--- config.mk ---
export PLATFORM = sky130hd
export DESIGN_NAME = vsb_trim_integrator
export DESIGN_NICKNAME = d
export VERILOG_FILES = /design/src/rtl/vsb_trim_integrator.sv
export SDC_FILE = /design/constraint.sdc
export NUM_CORES = 1
export LEC_CHECK = 0
export ABC_AREA = 1
export CAP_MARGIN = 20
export CORE_MARGIN = 1
export CORE_UTILIZATION = 60
export CTS_CLUSTER_SIZE = 12
export DETAILED_ROUTE_END_ITERATION = 6
export GPL_TIMING_DRIVEN = 0
export MAX_ROUTING_LAYER = met4
export PLACE_DENSITY = 0.89
export RECOVER_POWER = 100
export SLEW_MARGIN = 20
export SYNTH_ARGS = -nofsm -noshare
export SYNTH_HDL_FRONTEND = slang
export SYNTH_SLANG_ARGS = --single-unit
export TNS_END_PERCENT = 20
--- constraint.sdc ---
create_clock -name clk -period 9.06 [get_ports clk]
set_input_delay 0.906 -clock clk [delete_from_list [all_inputs] [get_ports clk]]
set_output_delay 0.906 -clock clk [all_outputs]
set_load 0.03 [all_outputs]
--- src/rtl/vsb_trim_integrator.sv ---
module vsb_trim_integrator #(
  parameter int MEAS_W = 12,
  parameter int FRAC_W = 6,
  parameter int OUT_W  = 7,
  parameter int LIM_LO = 16,
  parameter int LIM_HI = 32
) (
  input  logic                     clk,
  input  logic                     rst,
  input  logic                     cycle_stb,
  input  logic [MEAS_W-1:0]        meas_a,
  input  logic [MEAS_W-1:0]        meas_b,
  input  logic [1:0]               gain_sel,
  input  logic                     range_hi,
  output logic signed [OUT_W-1:0]  corr_out
);
  localparam int ACC_W  = OUT_W + FRAC_W;
  localparam int STEP_W = MEAS_W + 7;
  localparam int SUM_W  = ((STEP_W > ACC_W) ? STEP_W : ACC_W) + 1;
  localparam logic signed [SUM_W-1:0] LO_MAX = SUM_W'(LIM_LO * (2 ** FRAC_W));
  localparam logic signed [SUM_W-1:0] HI_MAX = SUM_W'(LIM_HI * (2 ** FRAC_W));
  localparam logic signed [OUT_W-1:0] OUT_LO = OUT_W'(LIM_LO);
  localparam logic signed [OUT_W-1:0] OUT_HI = OUT_W'(LIM_HI);

  logic signed [ACC_W-1:0]  acc_q;
  logic signed [MEAS_W:0]   diff;
  logic signed [STEP_W-1:0] step;
  logic signed [SUM_W-1:0]  inc, sum, lim;

  assign diff = $signed({1'b0, meas_a}) - $signed({1'b0, meas_b});
  assign step = STEP_W'(diff) <<< {gain_sel, 1'b0};
  assign inc  = cycle_stb ? SUM_W'(step) : SUM_W'(0);
  assign sum  = SUM_W'(acc_q) + inc;
  assign lim  = range_hi ? HI_MAX : LO_MAX;

  always_ff @(posedge clk) begin
    if (rst)             acc_q <= '0;
    else if (sum > lim)  acc_q <= ACC_W'(lim);
    else if (sum < -lim) acc_q <= ACC_W'(-lim);
    else                 acc_q <= ACC_W'(sum);
  end

  assign corr_out = acc_q[ACC_W-1:FRAC_W];

  p_clear_r9: assert property (@(posedge clk) rst |=> corr_out == '0);

  p_lo_bound_r3: assert property (@(posedge clk) disable iff (rst)
    !range_hi |=> (corr_out <= OUT_LO && corr_out >= -OUT_LO));

  p_hi_bound_r4: assert property (@(posedge clk) disable iff (rst)
    range_hi |=> (corr_out <= OUT_HI && corr_out >= -OUT_HI));

  p_hold_r5: assert property (@(posedge clk) disable iff (rst)
    (!cycle_stb && range_hi) |=> $stable(corr_out));

  p_up_r2: assert property (@(posedge clk) disable iff (rst)
    (cycle_stb && meas_a > meas_b && range_hi) |=> corr_out >= $past(corr_out));

  p_down_r2: assert property (@(posedge clk) disable iff (rst)
    (cycle_stb && meas_a < meas_b && range_hi) |=> corr_out <= $past(corr_out));
endmodule

### Word-level counts from Yosys, hierarchy flattened

Index checks and enable logic that the tools add are counted.
Widths: inputs -> output; s select.

* shifts and indexed selects: 1
* mux-type cells: 4
* magnitude comparators: 2
* $add $sub $neg: 3

Operators by type and width (number)
* $mux 13: 2
* $add 13x20->20: 1
* $gt 20x13->1: 1
* $lt 20x20->1: 1
* $mux 20: 1
* $neg 12->20: 1
* $sshl 13x3->19: 1
* $sub 12x12->13: 1
* $mux 12: 1

* input bits: 30
* logic and storage cells: 11
* register bits after elaboration: 13
* output and inout port bits: 7

### Depth between registers and ports, before layout

Gate-level depths: netlist (run 1).

* depth after elaboration: 7
* gate-level depth with buffers: 36

### Worst setup path before layout (run 1)

OpenSTA, ideal clock, no wires.

* kind: input -> register
* start: input meas_b[2]
* end: register acc_q[3]
* setup time: 0.067 ns
* slack: 4.300 ns
* arrival: 4.693 ns
* stages on the path: 33
* path buffers: 0
* cell sequence: inv_1 ha_1 a21oi_1 nand2_1 a21boi_0 o21ai_0 a21oi_1 xor2_1 nand2_1 nand2_1 o22ai_1 ha_1 nand2_1 inv_1 a21oi_1 nand3_1 xor2_1 inv_1 ha_1 nand2_1 nor2_1 nand2_1 inv_1 nand3_1 nor2_1 nand3_1 nor2_1 nand2_1 nand2_1 nand3_1 nand2_2 nand3_4 a21oi_2

* longest elaborated chain between the ends: 7
* elaborated cells between the ends (all ways): 8

Ends and longest elaborated chain
* from (decl): line 12 `input logic [MEAS_W-1:0] meas_b,`
* $sub 12x12->13 *: line 30 `assign diff = $signed({1'b0, meas_a}) - $signed({1'b0, meas_b});`
* $sshl 13x3->19 *: line 31 `assign step = STEP_W'(diff) <<< {gain_sel, 1'b0};`
* $mux 20 *: line 32 `assign inc = cycle_stb ? SUM_W'(step) : SUM_W'(0);`
* $add 13x20->20 *: line 33 `assign sum = SUM_W'(acc_q) + inc;`
* $lt 20x20->1: line 39 `else if (sum < -lim) acc_q <= ACC_W'(-lim);`
* $mux 13: line 39
* $mux 13 *: line 38 `else if (sum > lim) acc_q <= ACC_W'(lim);`
* to (signal assigned): line 38
* to (signal assigned): line 39
* to (signal assigned): line 40 `else acc_q <= ACC_W'(sum);`
* to (decl): line 25 `logic signed [ACC_W-1:0] acc_q;`

Mark *: on every way between the ends. The rest lies on a longest branch, timed or not.
A chain may end at the register's enable or synchronous reset.

### Worst setup path in the final report (run 1)

Same ends and word-level chain as after synthesis.

==> results of run 1 <==
final cells by class:
class | instances | area, sq um | area share, %
buffer | 10 | 63.81 | 2.012
timing repair buffer | 36 | 360.3 | 11.36
sequential | 13 | 260.3 | 8.205
tap | 52 | 65.06 | 2.051
clock inverter | 1 | 5.005 | 0.1578
multi-input combinational | 375 | 2038 | 64.26
clock buffer | 3 | 41.29 | 1.302
inverter | 90 | 337.8 | 10.65
power by group:
part	leakage, nW	internal [W]	switching [W]
Clock	0.0255	0.0000305	0.0000252
Sequential	0.106	0.0000653	0.00000784
Combinational	1.69	0.000131	0.000211
Total	1.82	0.000227	0.000244
synth_stat cells (7+ instances only):
cell type / number / area share [%]
sky130_fd_sc_hd__dfxtp_1: 13 / 9.6
sky130_fd_sc_hd__nor2_1: 45 / 6.2
sky130_fd_sc_hd__nand3_1: 33 / 6.1
sky130_fd_sc_hd__xor2_1: 7 / 2.3
sky130_fd_sc_hd__inv_1: 87 / 12
sky130_fd_sc_hd__nand2_1: 157 / 22
sky130_fd_sc_hd__o21ai_0: 14 / 2.6
sky130_fd_sc_hd__o22ai_1: 10 / 2.3
sky130_fd_sc_hd__buf_4: 7 / 1.9
sky130_fd_sc_hd__a21oi_1: 25 / 4.6
sky130_fd_sc_hd__nand2_2: 10 / 2.3
sky130_fd_sc_hd__ha_1: 34 / 16
cells by family after synthesis:
group | count (synthesis)
and+or+nand+nor | 266
buffers and inverters | 100
AOI/OAI and AO/OA | 60
adders and majority gates | 36
DFF | 13
xor gates and xnor gates | 12
muxes | 1
worst max-delay path: cells and delay by family:
kind | cells | cell delay, ns
and+or+nand+nor | 17 | 2.00
adders and majority gates | 3 | 0.97
AOI/OAI and AO/OA | 7 | 1.42
buffers and inverters | 5 | 0.75
xor gates and xnor gates | 2 | 0.44
metrics by stage:
step	util, %	setup WS (ns)	cell area (sq um)
final	72.84	2.702	3172
after global routing	72.84	2.178	3172
after CTS	73.28	3.172	3191
after detailed placement	72.21	2.922	3144
after global placement	72.21	3.064	3144
after floorplan	-	4.300	2719
routing by layer:
metal	part of all wire, %	GRT usage [%]	vias to the layer above
li1	-	-	1612
met1	42	34.20	1352
met2	48	54.15	108
met3	5.6	2.180	30
met4	4.4	14.06	0
met5	0	-	-
path summary, 6_finish.rpt:
check	from	to	slack, ns	cells past startpoint
max	meas_b[2]	acc_q[3]	2.70	34
min	acc_q[0]	acc_q[0]	0.61	3
max reg2reg	acc_q[9]	acc_q[3]	5.41	22
min reg2reg	acc_q[0]	acc_q[0]	0.61	3
==> results, run 1 <==
- The initial DRC count is 162.
- The clock latency on the worst-skew pair is 0.25 ns.
- The post-CTS clock slew at the launch and capture registers of the worst setup and hold paths is 0.06 ns.
- Summed over all failing endpoints, the final setup total negative slack is 0 ns.
- The max-slew violation total from the final report was 0.
- For the pin with the worst max-slew slack, the measured transition is 0.4935 ns.
- The startpoint type of the worst setup path is an input port.
- The wire length of the first global-routing pass is 11.78 mm.
- The TritonCTS buffer count is 3.
- Setup repair after global routing left no endpoint under its margin.
- The total wirelength of the detailed-routed design is 6.766 mm.
- The power density relative to cell area is 148.3 nW/um^2.
- The library cell used most frequently in the layout, excluding fill and tap cells, is sky130_fd_sc_hd__nand2_1.
- After synthesis, the largest family of logic cells by area is simple AND/OR/NAND/NOR gates.
- The worst-case IR drop observed on VDD is 0.0001072 V.
- In the finished design, the share of the clock period the worst path needs comes to 70.18%.
- The final critical delay including setup and external delays is 6.358 ns.
- The leakage power total is 1.819 nW.
- The number of nets in the synthesized netlist is 554.
- The via count of the first global-routing pass is 2936.
- STA classifies the critical path endpoint as a flop.
- Excluding fillers, the count of instances in the completed layout stands at 580.
- The most common flop cell mapped by yosys is sky130_fd_sc_hd__dfxtp_1.
- The synthesized-area fraction occupied by xor and xnor cells is 3.866%.
- The cell that appears most often on the critical path is sky130_fd_sc_hd__nand2_1.
- The number of antenna diodes in the final layout is 0.
- Compared with the post-synthesis result, the final layout area differs by 16.66%.
- The final number of hold-violating endpoints is 0.
- The critical-path cell with the highest stage delay is sky130_fd_sc_hd__dlygate4sd3_1.
- The filler cells instantiated in the layout total 379.
- The delay of the slowest critical-path stage is 0.52 ns.
- The final setup skew is 0.001116 ns.
- In this run the clock root is driven by a sky130_fd_sc_hd__clkbuf_8.
- The CTS H-tree depth is 1.
- The share of flip-flops with an asynchronous set or reset is 0%.
- The y dimension of the die is 69.32 microns.
- The run finished with clean final reports.
- The number of gates resized after CTS is 0.
- The post-synthesis area per instance is 5.571 sq um.
- The largest driver fanout on the critical path is 10.
- The initial utilization of the core area, before any placement, comes to 62.44%.
- The top cell types in the final layout, fill and taps aside, are sky130_fd_sc_hd__nand2_1, sky130_fd_sc_hd__inv_1, sky130_fd_sc_hd__nor2_1.
- The number of setup buffers added after CTS is 0.
- The sequential share of the synthesized area is 9.572%.
- After synthesis, the netlist uses 34 different library cells.
- The design draws 0.0004705 W.
- In the synthesized netlist, the number of instances is 488.
- In this run, synthesis inferred 0 flip-flops with an integrated enable.
- The number of antenna violations at the first check in global routing came to 0.
- The startpoint-to-endpoint class of the critical path is in -> reg.
- The tightest min-delay check is of the reg -> reg type.
- The die width is 69.32 microns.
- Entering global routing, the biggest net connects 11 pins.
- Row generation in the floorplan step produced 24 rows.
- Global routing consumed, over all layers together, 30.29% of the routing resources.
- The remaining routing DRC violations is 0.
- For the worst setup path, the data required time is 9.23 ns.
- The max-capacitance violation count is 0.
- The number of placed instances, taps included, is 576.
- After detailed routing, the average wire length per cell comes to 11.67 microns.
- The register with the most flip-flops is acc_q.
- The total of endpoints with negative setup slack in the final report is 0.
- Yosys printed 0 warnings.
- Once detailed placement completed, the half-perimeter wirelength came to 5.738 mm.
- The synthesis-stage register bit count is 13.
- The flip-flop count of the largest register after layout is 13.
- The maximum clock path buffer count is 2.
- Using the TritonRoute via totals, the vias-per-cell ratio works out to 5.348.
- Buffers inserted to repair hold after CTS numbered 0.
- In the final layout, the registers with the most flip-flops are acc_q (13).
- The TritonCTS clock tree is done.
- The number of vias in the routed layout is 3102.
- In this run the standard cell core region covers 4354 sq um.
- Summing the areas of all compound-gate instances in the mapped netlist gives 12.66% of the synthesized area.
- The count of nets after finishing is 595.
- The number of clock sinks is 13.
- Routability-driven placement finished with a final weighted congestion of 0.9397.
- Before antenna repair, the detailed router went through 5 iterations.
- The adder-cell share of the synthesized area is 17.12%.
- At the worst endpoint, the arrival time is 6.53 ns.
- The post-route netlist has 6.061% of its cells at a drive strength greater than 1.
- The area of the mapped netlist is 2719 sq um.
- In this run the tool buffered the top-level ports with 36 buffer cells.
- The area of the die is 4805 sq um.
- The count of antenna-violating nets left after detailed routing is 0.
- The worst hold-check slack is 0.6114 ns.
- The post-synthesis simple-gate area fraction is 41.65%.
- Global routing finished with a remaining overflow of 0.
- For this run, the top clock speed supported by timing is 157.3 MHz.
- Measured against its own limit, the worst slew margin works out to 67.01%.
- The portion of netlist area occupied by mux cells is 0.3682%.
- During I/O placement, the number of pins put on the boundary was 37.
Note: power is estimated with default switching activity, not from simulation.
==> run 2: changes to the inputs <==
--- a/config.mk
+++ b/config.mk
@@ -8,12 +8,12 @@
 export ABC_AREA = 1
 export CAP_MARGIN = 20
 export CORE_MARGIN = 1
-export CORE_UTILIZATION = 60
+export CORE_UTILIZATION = 57
 export CTS_CLUSTER_SIZE = 12
 export DETAILED_ROUTE_END_ITERATION = 6
 export GPL_TIMING_DRIVEN = 0
 export MAX_ROUTING_LAYER = met4
-export PLACE_DENSITY = 0.89
+export PLACE_DENSITY = 0.85
 export RECOVER_POWER = 100
 export SLEW_MARGIN = 20
 export SYNTH_ARGS = -nofsm -noshare
==> constraint.sdc (replaced) <==
create_clock -name clk -period 6.45 [get_ports clk]
set_input_delay 0.645 -clock clk [delete_from_list [all_inputs] [get_ports clk]]
set_output_delay 0.645 -clock clk [all_outputs]
set_load 0.03 [all_outputs]
==> results, run 2 (synthesis gave the netlist of run 1 again) <==
- STA classifies the critical path endpoint as a flop.
- The number of antenna violations at the first check in global routing came to 0.
- After clock tree synthesis, the clock-pin slew on the worst setup and hold paths is 0.06 ns.
- The length of the first detailed-routing pass in iterations is 7.
- In the final layout, the registers with the most flip-flops are acc_q (13).
- The clock reaches the later pin of the worst-skew pair after 0.25 ns.
- The kind of path behind the tightest hold check is reg -> reg.
- In this run the count of I/O pins placed on the die edge is 37.
- Max-cap violations in this run came to 0.
- For this block, the routed nets add up to 6.695 mm of wire.
- The largest individual stage delay along the critical path comes from the cell sky130_fd_sc_hd__dlygate4sd3_1.
- In this run the power density over the cells is 207.4 nW/um^2.
- The critical path arrival is 5.93 ns.
- The final reports fail on DRC.
- The number of clock buffers added by TritonCTS is 3.
- After clock tree synthesis, the repair step resized 0 gates.
- For this design, the CTS-stage hold fixing added 0 buffers.
- The number of vias per cell after detailed routing is 5.241.
- In the finished design, the share of the clock period the worst path needs comes to 89.28%.
- The layout cell share with drive strength beyond 1 is 5.682%.
- The remaining global-route overflow is 0.
- The max-slew violation total from the final report is 0.
- The actual slew at the worst max-slew pin is 0.4132 ns.
- Summing all multi-input logic gate instances after layout gives 2043 sq um.
- The register with the most flip-flops in the layout has 13 of them.
- After floorplanning, the core was sized to cover 4474 sq um.
- The worst hold-check slack is 0.6036 ns.
- The hold path endpoint is acc_q[0].
- The pin count of the biggest net entering global routing is 11.
- The number of inserted filler cells in the final layout is 421.
- The post-CTS setup buffer count is 0.
- The number of buffers and inverters on the critical path is 5.
- The peak ir drop on the vdd network is 0.0002186 V.
- The area added between synthesis and finish is 16.80%.
- The library cell used most frequently in the layout, excluding fill and tap cells, is sky130_fd_sc_hd__nand2_1.
- The initial utilization of the core area, before any placement, comes to 60.77%.
- Measured in cells, the most critical reg-to-reg path has a length of 22.
- In the final layout, flip-flops and latches occupy 260.3 sq um.
- At the worst endpoint, the required time is 6.62 ns.
- The largest driver fanout on the critical path is 10.
- The final setup TNS is 0 ns.
- The total of endpoints with negative setup slack in the final report is 0.
- The worst setup path is of the in -> reg kind.
- In this run the clock root is driven by a sky130_fd_sc_hd__clkbuf_8.
- The startpoint identified for the worst register-to-register timing path is acc_q[9].
- The worst setup slack before clock tree synthesis is 0.6460 ns.
- The floorplan has 24 rows.
- The area of the die is 5050 sq um.
- Global routing used 28.46% of the available tracks.
- The count of nets left with antenna violations once routing finished came out at 0.
- The launch point of the worst hold path is acc_q[0].
- The run finished, with violations left.
- The first routing iteration left 164 violations.
- The final layout contains 595 nets.
- The count of buffers inserted at the top-level ports is 36.
- The finished layout holds 580 standard cells, fillers aside.
- Dividing the detail-routed wire length by the instance count gives 11.54 microns.
- The top cell types in the final layout, fill and taps aside, are sky130_fd_sc_hd__nand2_1, sky130_fd_sc_hd__inv_1, sky130_fd_sc_hd__nor2_1.
- The most repeated library cell on the critical path is sky130_fd_sc_hd__nand2_1.
- The capture instance of the worst register-to-register path is acc_q[4].
- After detailed placement, the design holds a cell count of 576.
- The worst-case headroom to the max-slew limit is 72.45%.
- In this run the static leakage power is 1.818 nW.
- Across all register-to-register paths, the minimum setup slack is 3.08 ns.
- Setup repair after global routing left no endpoint under its margin.
- The via count of the first global-routing pass came to 2774.
- The final critical delay including setup and external delays is 5.758 ns.
- For this run, design rule violations remaining after detail routing come to 8.
- Summed over all nets, the half-perimeter wirelength after detailed placement is 5.608 mm.
- The hold-critical path depth is 3.
- From bottom edge to top edge, the die measures 71.07 microns.
- The number of clock sinks is 13.
- The total power is 0.0006585 W.
- Across all setup checks in the final design, the least slack found is 0.6915 ns.
- The delay of the slowest critical-path stage is 0.52 ns.
- The worst setup path is launched from an input port.
- The final number of hold-violating endpoints was 0.
- On the critical path the largest part of the delay comes from simple AND/OR/NAND/NOR gates.
- The timing-limited maximum frequency is 173.7 MHz.
- The die width is 71.07 microns.
- The register with the most flip-flops is acc_q.
- The clock passes through at most 2 buffers.
- The global placer's final weighted congestion is 0.9003.
- The CTS H-tree depth is 1.
- The final setup skew is 0.006860 ns.
- The wire length of the first global-routing pass is 11.32 mm.
- The number of vias in the routed layout is 3040.
- The TritonCTS clock tree is done.
- The count of inserted antenna diode cells is 0.
## run 2: changes by cell type in the layout (fill, tap and decap cells not counted), sizes merged
cell	change
clkinv	-1
clkbuf	+1
## run 2: final cells by class
cell class,instances,area share (%)
multi-input cells,375,64.34
repair buffers,36,11.35
inverters,90,10.64
flip-flops and latches,13,8.195
well taps,52,2.049
plain buffers,10,2.009
clock buffers,4,1.418
## run 2: metal layers
layer | part of all wire (%) | GRT usage (%)
met5 | 0 | -
met4 | 1.7 | 6.889
met3 | 5.3 | 2.564
met2 | 48 | 51.39
met1 | 45 | 34.03
## run 2: metrics by stage
step | instance area, sq um | util (%)
floorplan | 2719 | -
global placement | 3144 | 70.27
detailed placement | 3144 | 70.27
CTS | 3189 | 71.28
global route | 3176 | 70.97
finish | 3176 | 70.97
## run 2: tightest hold or removal path, stage by stage (launching register included)
cell	delay, ns
sky130_fd_sc_hd__dfxtp_1	0.31
sky130_fd_sc_hd__ha_1	0.12
sky130_fd_sc_hd__inv_1	0.05
sky130_fd_sc_hd__nor2_1	0.09
## run 2: worst max-delay path by stage
stage,startpoint,to,slack [ns],depth (start not counted)
global route,meas_b[2],acc_q[9],0.22,34
finish,meas_b[2],acc_q[4],0.69,34
global placement,meas_b[2],acc_q[9],0.73,34
floorplan,meas_b[2],acc_q[3],1.95,33
CTS,meas_b[2],acc_q[4],0.89,34
detailed placement,meas_b[2],acc_q[4],0.65,34
## run 2: power breakdown
| group | switching (W) | total, W | internal (W) |
|---|---|---|---|
| sequential | 0.0000121 | 0.000104 | 0.0000917 |
| clock | 0.0000337 | 0.0000775 | 0.0000438 |
| combinational | 0.000293 | 0.000477 | 0.000185 |
